**src/rtl/pvdev_pkg.sv**
```systemverilog
package pvdev_pkg;
  localparam logic [15:0] NO_VECTOR = 16'hFFFF;
  localparam int DRV_READY_BIT = 2;

  // per-register strobes from the decoder to the datapath
  typedef struct packed {
    logic wrGuest;
    logic wrPfn;
    logic wrSel;
    logic wrNotify;
    logic wrStatus;
    logic rdIsr;
    logic wrCfgVec;
    logic wrQVec;
  } pvStrobes_t;

  function automatic logic [31:0] mergeLanes(input logic [31:0] oldV,
                                             input logic [31:0] newV,
                                             input logic [3:0] be);
    logic [31:0] r;
    for (int i = 0; i < 4; i++)
      r[8*i +: 8] = be[i] ? newV[8*i +: 8] : oldV[8*i +: 8];
    return r;
  endfunction
endpackage

```
**src/rtl/pvdev_ctrl.sv**
```systemverilog
module pvdev_ctrl
  import pvdev_pkg::*;
#(
  parameter int ADDR_W = 8
) (
  input  logic              busValid,
  input  logic              busWrite,
  input  logic [ADDR_W-1:0] busAddr,
  input  logic [3:0]        busBe,
  input  logic              msiEn,
  output pvStrobes_t        stb,
  output logic              devSel,
  output logic [ADDR_W-1:0] devOfs
);
  localparam logic [ADDR_W-1:0] D_GUEST = ADDR_W'(1);
  localparam logic [ADDR_W-1:0] D_PFN   = ADDR_W'(2);
  localparam logic [ADDR_W-1:0] D_QSEL  = ADDR_W'(3);
  localparam logic [ADDR_W-1:0] D_CTRL  = ADDR_W'(4);
  localparam logic [ADDR_W-1:0] D_VEC   = ADDR_W'(5);

  logic [ADDR_W-1:0] commonLen;
  logic wr, rd, inCommon;

  always_comb begin
    commonLen = msiEn ? ADDR_W'(6) : ADDR_W'(5);
    devSel    = busValid && (busAddr >= commonLen);
    devOfs    = busAddr - commonLen;
    inCommon  = busValid && !devSel;
    wr        = inCommon && busWrite;
    rd        = inCommon && !busWrite;
    stb.wrGuest  = wr && busAddr == D_GUEST;
    stb.wrPfn    = wr && busAddr == D_PFN;
    stb.wrSel    = wr && busAddr == D_QSEL && (busBe[2] || busBe[3]);
    stb.wrNotify = wr && busAddr == D_CTRL && (busBe[0] || busBe[1]);
    stb.wrStatus = wr && busAddr == D_CTRL && busBe[2];
    stb.rdIsr    = rd && busAddr == D_CTRL && busBe[3];
    stb.wrCfgVec = wr && busAddr == D_VEC && (busBe[0] || busBe[1]);
    stb.wrQVec   = wr && busAddr == D_VEC && (busBe[2] || busBe[3]);
  end
endmodule

```
**src/rtl/pvdev_data.sv**
```systemverilog
module pvdev_data
  import pvdev_pkg::*;
#(
  parameter int          NQ        = 16,
  parameter int          NUM_VEC   = 8,
  parameter int          BAD_BIT   = 30,
  parameter logic [31:0] SAFE_MASK = 32'h0000_0000,
  parameter int          ADDR_W    = 8,
  localparam int         QW        = $clog2(NQ)
) (
  input  logic              clk,
  input  logic              rstN,
  input  pvStrobes_t        stb,
  input  logic [ADDR_W-1:0] busAddr,
  input  logic [3:0]        busBe,
  input  logic [31:0]       busWdata,
  input  logic              msiEn,
  input  logic              busMasterEn,
  input  logic [31:0]       hostFeat,
  input  logic [NQ*16-1:0]  qSizes,
  input  logic              irqReq,
  input  logic              irqIsCfg,
  input  logic [QW-1:0]     irqQueue,
  output logic [31:0]       rdCommon,
  output logic              notifyStrobe,
  output logic [15:0]       notifyQueue,
  output logic              intx,
  output logic              vecStrobe,
  output logic [15:0]       vecNum
);
  localparam logic [15:0] VEC_LIM = 16'(NUM_VEC);
  localparam logic [15:0] Q_LIM   = 16'(NQ);

  logic [31:0] guestFeat;
  logic [31:0] pfnQ [NQ];
  logic [15:0] vecQ [NQ];
  logic [QW-1:0] qSel;
  logic [7:0]  statusR, isrR;
  logic [15:0] cfgVec;
  logic        quirk, bmPrev;

  logic [31:0] mGuest, guestNew, mPfn, mVec;
  logic [15:0] selWide, selNew, irqVec;
  logic        softRst, bmFall;

  always_comb begin
    selWide  = {{(16-QW){1'b0}}, qSel};
    mGuest   = mergeLanes(guestFeat, busWdata, busBe);
    guestNew = mGuest[BAD_BIT] ? (hostFeat & SAFE_MASK) : mGuest;
    mPfn     = mergeLanes(pfnQ[qSel], busWdata, busBe);
    mVec     = mergeLanes({vecQ[qSel], cfgVec}, busWdata, busBe);
    selNew   = {busBe[3] ? busWdata[31:24] : selWide[15:8],
                busBe[2] ? busWdata[23:16] : selWide[7:0]};
    softRst  = (stb.wrPfn && mPfn == 32'h0) ||
               (stb.wrStatus && busWdata[23:16] == 8'h0);
    bmFall   = bmPrev && !busMasterEn;
    irqVec   = irqIsCfg ? cfgVec : vecQ[irqQueue];
    intx     = !msiEn && isrR[0];
  end

  // register state; a soft reset behaves exactly like rstN
  always_ff @(posedge clk) begin
    if (!rstN || softRst) begin
      guestFeat <= '0;
      qSel      <= '0;
      statusR   <= '0;
      isrR      <= '0;
      cfgVec    <= NO_VECTOR;
      quirk     <= 1'b0;
      for (int q = 0; q < NQ; q++) begin
        pfnQ[q] <= '0;
        vecQ[q] <= NO_VECTOR;
      end
    end else begin
      if (stb.wrGuest) guestFeat <= guestNew;
      if (stb.wrPfn) pfnQ[qSel] <= mPfn;
      if (stb.wrSel && selNew < Q_LIM) qSel <= selNew[QW-1:0];
      if (stb.wrStatus) statusR <= busWdata[23:16];
      else if (bmFall && !quirk) statusR[DRV_READY_BIT] <= 1'b0;
      if (stb.wrStatus && busWdata[16+DRV_READY_BIT] && !busMasterEn) quirk <= 1'b1;
      if (stb.wrCfgVec) cfgVec <= (mVec[15:0] < VEC_LIM) ? mVec[15:0] : NO_VECTOR;
      if (stb.wrQVec) vecQ[qSel] <= (mVec[31:16] < VEC_LIM) ? mVec[31:16] : NO_VECTOR;
      if (stb.rdIsr) isrR <= '0;
      if (irqReq) isrR[irqIsCfg ? 1 : 0] <= 1'b1;
    end
  end

  // pulse outputs and edge tracking
  always_ff @(posedge clk) begin
    if (!rstN) begin
      notifyStrobe <= 1'b0;
      notifyQueue  <= '0;
      vecStrobe    <= 1'b0;
      vecNum       <= NO_VECTOR;
      bmPrev       <= 1'b0;
    end else begin
      notifyStrobe <= stb.wrNotify;
      notifyQueue  <= {busBe[1] ? busWdata[15:8] : 8'h0, busBe[0] ? busWdata[7:0] : 8'h0};
      vecStrobe    <= irqReq && msiEn && irqVec != NO_VECTOR;
      vecNum       <= irqVec;
      bmPrev       <= busMasterEn;
    end
  end

  always_comb begin
    case (busAddr)
      ADDR_W'(0): rdCommon = hostFeat;
      ADDR_W'(1): rdCommon = guestFeat;
      ADDR_W'(2): rdCommon = pfnQ[qSel];
      ADDR_W'(3): rdCommon = {selWide, qSizes[qSel*16 +: 16]};
      ADDR_W'(4): rdCommon = {isrR, statusR, 16'hFFFF};
      ADDR_W'(5): rdCommon = {vecQ[qSel], cfgVec};
      default:    rdCommon = 32'hFFFF_FFFF;
    endcase
  end
endmodule

```
**src/rtl/pvdev_regs.sv**
```systemverilog
module pvdev_regs
  import pvdev_pkg::*;
#(
  parameter int          NQ        = 16,
  parameter int          NUM_VEC   = 8,
  parameter int          BAD_BIT   = 30,
  parameter logic [31:0] SAFE_MASK = 32'h0000_0000,
  parameter int          ADDR_W    = 8
) (
  input  logic                   clk,
  input  logic                   rstN,
  input  logic                   msiEn,
  input  logic                   busMasterEn,
  input  logic [31:0]            hostFeat,
  input  logic [NQ*16-1:0]       qSizes,
  input  logic                   busValid,
  input  logic                   busWrite,
  input  logic [ADDR_W-1:0]      busAddr,
  input  logic [3:0]             busBe,
  input  logic [31:0]            busWdata,
  output logic [31:0]            busRdata,
  output logic                   devValid,
  output logic                   devWrite,
  output logic [ADDR_W-1:0]      devAddr,
  output logic [3:0]             devBe,
  output logic [31:0]            devWdata,
  input  logic [31:0]            devRdata,
  output logic                   notifyStrobe,
  output logic [15:0]            notifyQueue,
  input  logic                   irqReq,
  input  logic                   irqIsCfg,
  input  logic [$clog2(NQ)-1:0]  irqQueue,
  output logic                   intx,
  output logic                   vecStrobe,
  output logic [15:0]            vecNum
);
  pvStrobes_t stb;
  logic [31:0] rdCommon;

  pvdev_ctrl #(.ADDR_W(ADDR_W)) u_ctrl (
    .busValid(busValid), .busWrite(busWrite), .busAddr(busAddr), .busBe(busBe),
    .msiEn(msiEn), .stb(stb), .devSel(devValid), .devOfs(devAddr)
  );

  pvdev_data #(.NQ(NQ), .NUM_VEC(NUM_VEC), .BAD_BIT(BAD_BIT),
               .SAFE_MASK(SAFE_MASK), .ADDR_W(ADDR_W)) u_data (
    .clk(clk), .rstN(rstN), .stb(stb), .busAddr(busAddr), .busBe(busBe),
    .busWdata(busWdata), .msiEn(msiEn), .busMasterEn(busMasterEn),
    .hostFeat(hostFeat), .qSizes(qSizes), .irqReq(irqReq), .irqIsCfg(irqIsCfg),
    .irqQueue(irqQueue), .rdCommon(rdCommon), .notifyStrobe(notifyStrobe),
    .notifyQueue(notifyQueue), .intx(intx), .vecStrobe(vecStrobe), .vecNum(vecNum)
  );

  assign devWrite = busWrite;
  assign devBe    = busBe;
  assign devWdata = busWdata;
  assign busRdata = devValid ? devRdata : rdCommon;
endmodule

```
**config.mk**
```make
export PLATFORM = sky130hd
export DESIGN_NAME = pvdev_regs
export DESIGN_NICKNAME = d
export VERILOG_FILES = /design/src/rtl/pvdev_pkg.sv /design/src/rtl/pvdev_ctrl.sv /design/src/rtl/pvdev_data.sv /design/src/rtl/pvdev_regs.sv
export SDC_FILE = /design/constraint.sdc
export NUM_CORES = 1
export LEC_CHECK = 0
export BUFFER_PORTS_ARGS = -buffer_cell sky130_fd_sc_hd__clkbuf_2
export CAP_MARGIN = 20
export CORE_MARGIN = 1
export CORE_UTILIZATION = 35
export CTS_BUF_LIST = sky130_fd_sc_hd__clkbuf_8
export CTS_CLUSTER_DIAMETER = 40
export DETAILED_ROUTE_END_ITERATION = 10
export REMOVE_ABC_BUFFERS = 1
export SYNTH_ARGS = -nofsm -noshare
export SYNTH_HDL_FRONTEND = slang
export SYNTH_SLANG_ARGS = --single-unit
```
**constraint.sdc**
```tcl
create_clock -name clk -period 7.2 [get_ports clk]
set_input_delay 0.36 -clock clk [delete_from_list [all_inputs] [get_ports clk]]
set_output_delay 0.36 -clock clk [all_outputs]
set_load 0.01 [all_outputs]
```
==> out/metrics.cfg <==
[run_status]
outcome=finished, final reports clean

[cells_and_area]
multiInputGateArea_mm2=0.0166
final_cell_area_mm2=0.0506
regArea_mm2=0.0251
final_nets=4121
drive_gt1_share_pct=31.5
instances_no_fill=5488
area_delta_synth_final_pct=17.2
fillers=11400

[setup_path]
start_kind=register
critPathKind=reg -> reg
r2r_cells=9
critPathMaxFanout=81
crit_arrival_ns=6.16
rr_endpoint=u_data.vecQ[10][1]$_SDFFCE_PN1P_
regToRegSetupSlack_ns=1.49
crit_path_end_kind=register
crit_path_end=u_data.vecQ[10][1]$_SDFFCE_PN1P_
worstPathRequired_ns=7.64

[placement]
globalplace.congestion=0.952
placed_cell_area_mm2=0.0475
dp_hpwl_mm=113
placed_cells=5188
io_buffer_count=488

[cts]
ctsHtreeMaxLevel=4
clock_latency_ns=0.85
cts_setup_buffers=0
cts_sinks=869
numCtsBuffers=145
cts_tree=built
path_clk_slew_ns=0.06
clk_path_buf_depth=3
root_buffer=clkbuf_8

[timing]
finalSetupTns_ns=0
slew_viol_final=0
fin_worst_skew_ns=0.0383
worst_pin_slew_ns=1.20
fin_crit_sh_pct=79.4
max_slew_margin_pct=19.7
post-route-min-period_ns=5.71
setup_viol=0
hold_viol=0
grt_setup_unrepaired=false
fmax_mhz=175
whs_ns=0.0615

[floorplanning]
chipWidth_um=353
start_util_pct=35.4
die-height_um=353
dieArea_mm2=0.125
core_area_mm2=0.122
rows=128
pin_count=489

[global_route]
grt_pass1_wl_mm=233
grt_max_degree=82
grt.overflow.total=0
grtUsageTotal_pct=26.1
antenna_found_initial=32
grt_pass1_vias=31300

[synthesis]
yosys.area.top_type_share_pct=53.5
synth_edf_count=768
ys.flop_type=edfxtp_1
synth-simple-area-share_pct=12.5
synthCells=3261
synth_commonest_cells=edfxtp_1, nor2_1, nand2_1
muxShareOfSynthArea_pct=20.5
ys_seq_area_share_pct=58.1
syn_area_mm2=0.0431
synth-seq-cells=869
synth_compound_area_share_pct=4.88
yosysWarnings=0
synthArstFlopShare_pct=0
ys_top_cells_by_area=edfxtp_1, mux4_2, nor2_1
yosysMostFrequentCell=edfxtp_1
synth_cell_types=70
synth_top_family_by_area=multiplexers
avgSynthCellArea_um2=13.2
yosys.area.top_type=edfxtp_1
synthAdderAreaFrac_pct=0.104
synth_xor_area_share_pct=0.122

[power_and_ir_drop]
p_comb_share_pct=8.2
p_sw_share_pct=25.3
max-vdd-ir-drop_uv=169
leakage_uw=0.0178
seqPwrFrac_pct=52.5
p_int_uw=8110
p_sw_uw=2750
power_density_mw_per_mm2=215
p_clk_share_pct=39.3
p_total_uw=10900

[worst_hold_path]
hold_class=in -> reg

[route]
ant_nets=0
drcViolationCount=0
vias=32700
drt_iter0_markers=5220
wl_per_cell_um=30.4
viasPerCell=5.95
drt-pass1-iter-count=6
wl_mm=167

[flow_run]
cap_viol_max_count=0

==> critical path, stage by stage (launching register included) <==
cell and delay [ns]:
dfxtp_4 1.03, nor2b_1 0.96, a22oi_1 0.23, a21oi_1 0.25
o31a_1 0.65, nand4_1 0.29, nor4_1 0.43, nand4_1 0.24
buf_12 0.27, nand3_1 0.80
==> flip-flops by register name, indices dropped and copies added, names as in the netlist, named ones only <==
name / cells
u_data.cfgVec: 16
u_data.notifyQueue: 16
u_data.vecStrobe: 1
u_data.notifyStrobe: 1
u_data.quirk: 1
u_data.pfnQ: 512
u_data.statusR: 8
u_data.vecQ: 256
u_data.vecNum: 16
u_data.qSel: 4
u_data.isrR: 2
u_data.guestFeat: 31
u_data.bmPrev: 1
==> metal layers <==
layer  track usage, %  vias to the layer above  wire, µm
li1                 -                    13300         -
met1             35.3                    16600     63800
met2             37.4                     2361     72000
met3             11.1                      347     25300
met4             8.86                       38      5420
met5            0.453                        -       348
==> through the flow <==
stage          setup WS (ns)  utilization [%]
2_1_floorplan         -12.09                -
3_3_place_gp            1.59             38.9
3_5_place_dp            1.62             38.9
4_1_cts                 1.61             41.4
5_1_grt                 1.36             41.4
6_report                1.49             41.4
==> cells in the final DEF, fill, tap and decap left out, drive strengths merged, types with 21 or more instances in the layout <==
master,n
o21ai,52
dlygate4sd3,27
clkbuf,639
mux2,29
mux4,318
nand2,340
buf,155
a221oi,37
edfxtp,768
mux2i,134
dfxtp,101
inv,83
a31oi,26
nor2b,22
and3,62
a22o,28
nand3,110
nor2,603
nand4,21
a21oi,44
clkinv,34
a22oi,49
==> power groups by stage <==
stage	Combinational [µW]	Sequential [µW]	Clock, µW
finish	890	5700	4270
global route	916	5720	4510
CTS	866	5700	4290
detailed placement	851	5810	0
global placement	843	5800	0
floorplan	359	5790	0
==> worst min path at each step <==
| stage | to | start | cells after the start | slack, ns |
|---|---|---|---|---|
| floorplan | u_data.vecNum[0]$_SDFF_PN1_ | rstN | 1 | 0.42 |
| global placement | u_data.guestFeat[31]$_SDFFE_PP0P_ | u_data.guestFeat[31]$_SDFFE_PP0P_ | 2 | 0.51 |
| detailed placement | u_data.guestFeat[24]$_SDFFE_PP0P_ | u_data.guestFeat[24]$_SDFFE_PP0P_ | 2 | 0.51 |
| CTS | u_data.guestFeat[22]$_SDFFE_PP0P_ | busWdata[22] | 3 | 0.002 |
| global route | u_data.guestFeat[22]$_SDFFE_PP0P_ | busWdata[22] | 3 | 0.05 |
| finish | u_data.guestFeat[21]$_SDFFE_PP0P_ | busWdata[21] | 3 | 0.06 |
==> timing repair <==
item | in CTS | in global routing
resized for setup | 0 | 0
endpoints found under the hold margin | 41 | 0
hold buffers | 27 | 0
==> kinds of logic (layout without fill, tap and decap cells) <==
family	Yosys count	in the layout
xor gates and xnor gates	6	6
adders and majority gates	3	3
other	0	8
AOI/OAI and AO/OA	295	295
buffers and inverters	353	947
muxes	481	481
DFF	869	869
and+or+nand+nor	1254	1254
==> final cells by class <==
class                      count  share of cell area (%)
antenna                        8                  0.0396
clock buffer                 152                    4.14
inverter                      18                   0.134
clock inverter               108                    1.27
tap                         1625                    4.02
multi-input combinational   2039                    32.7
timing repair buffer         669                    8.01
sequential                   869                    49.7
Power figures use the tool's default switching activity.
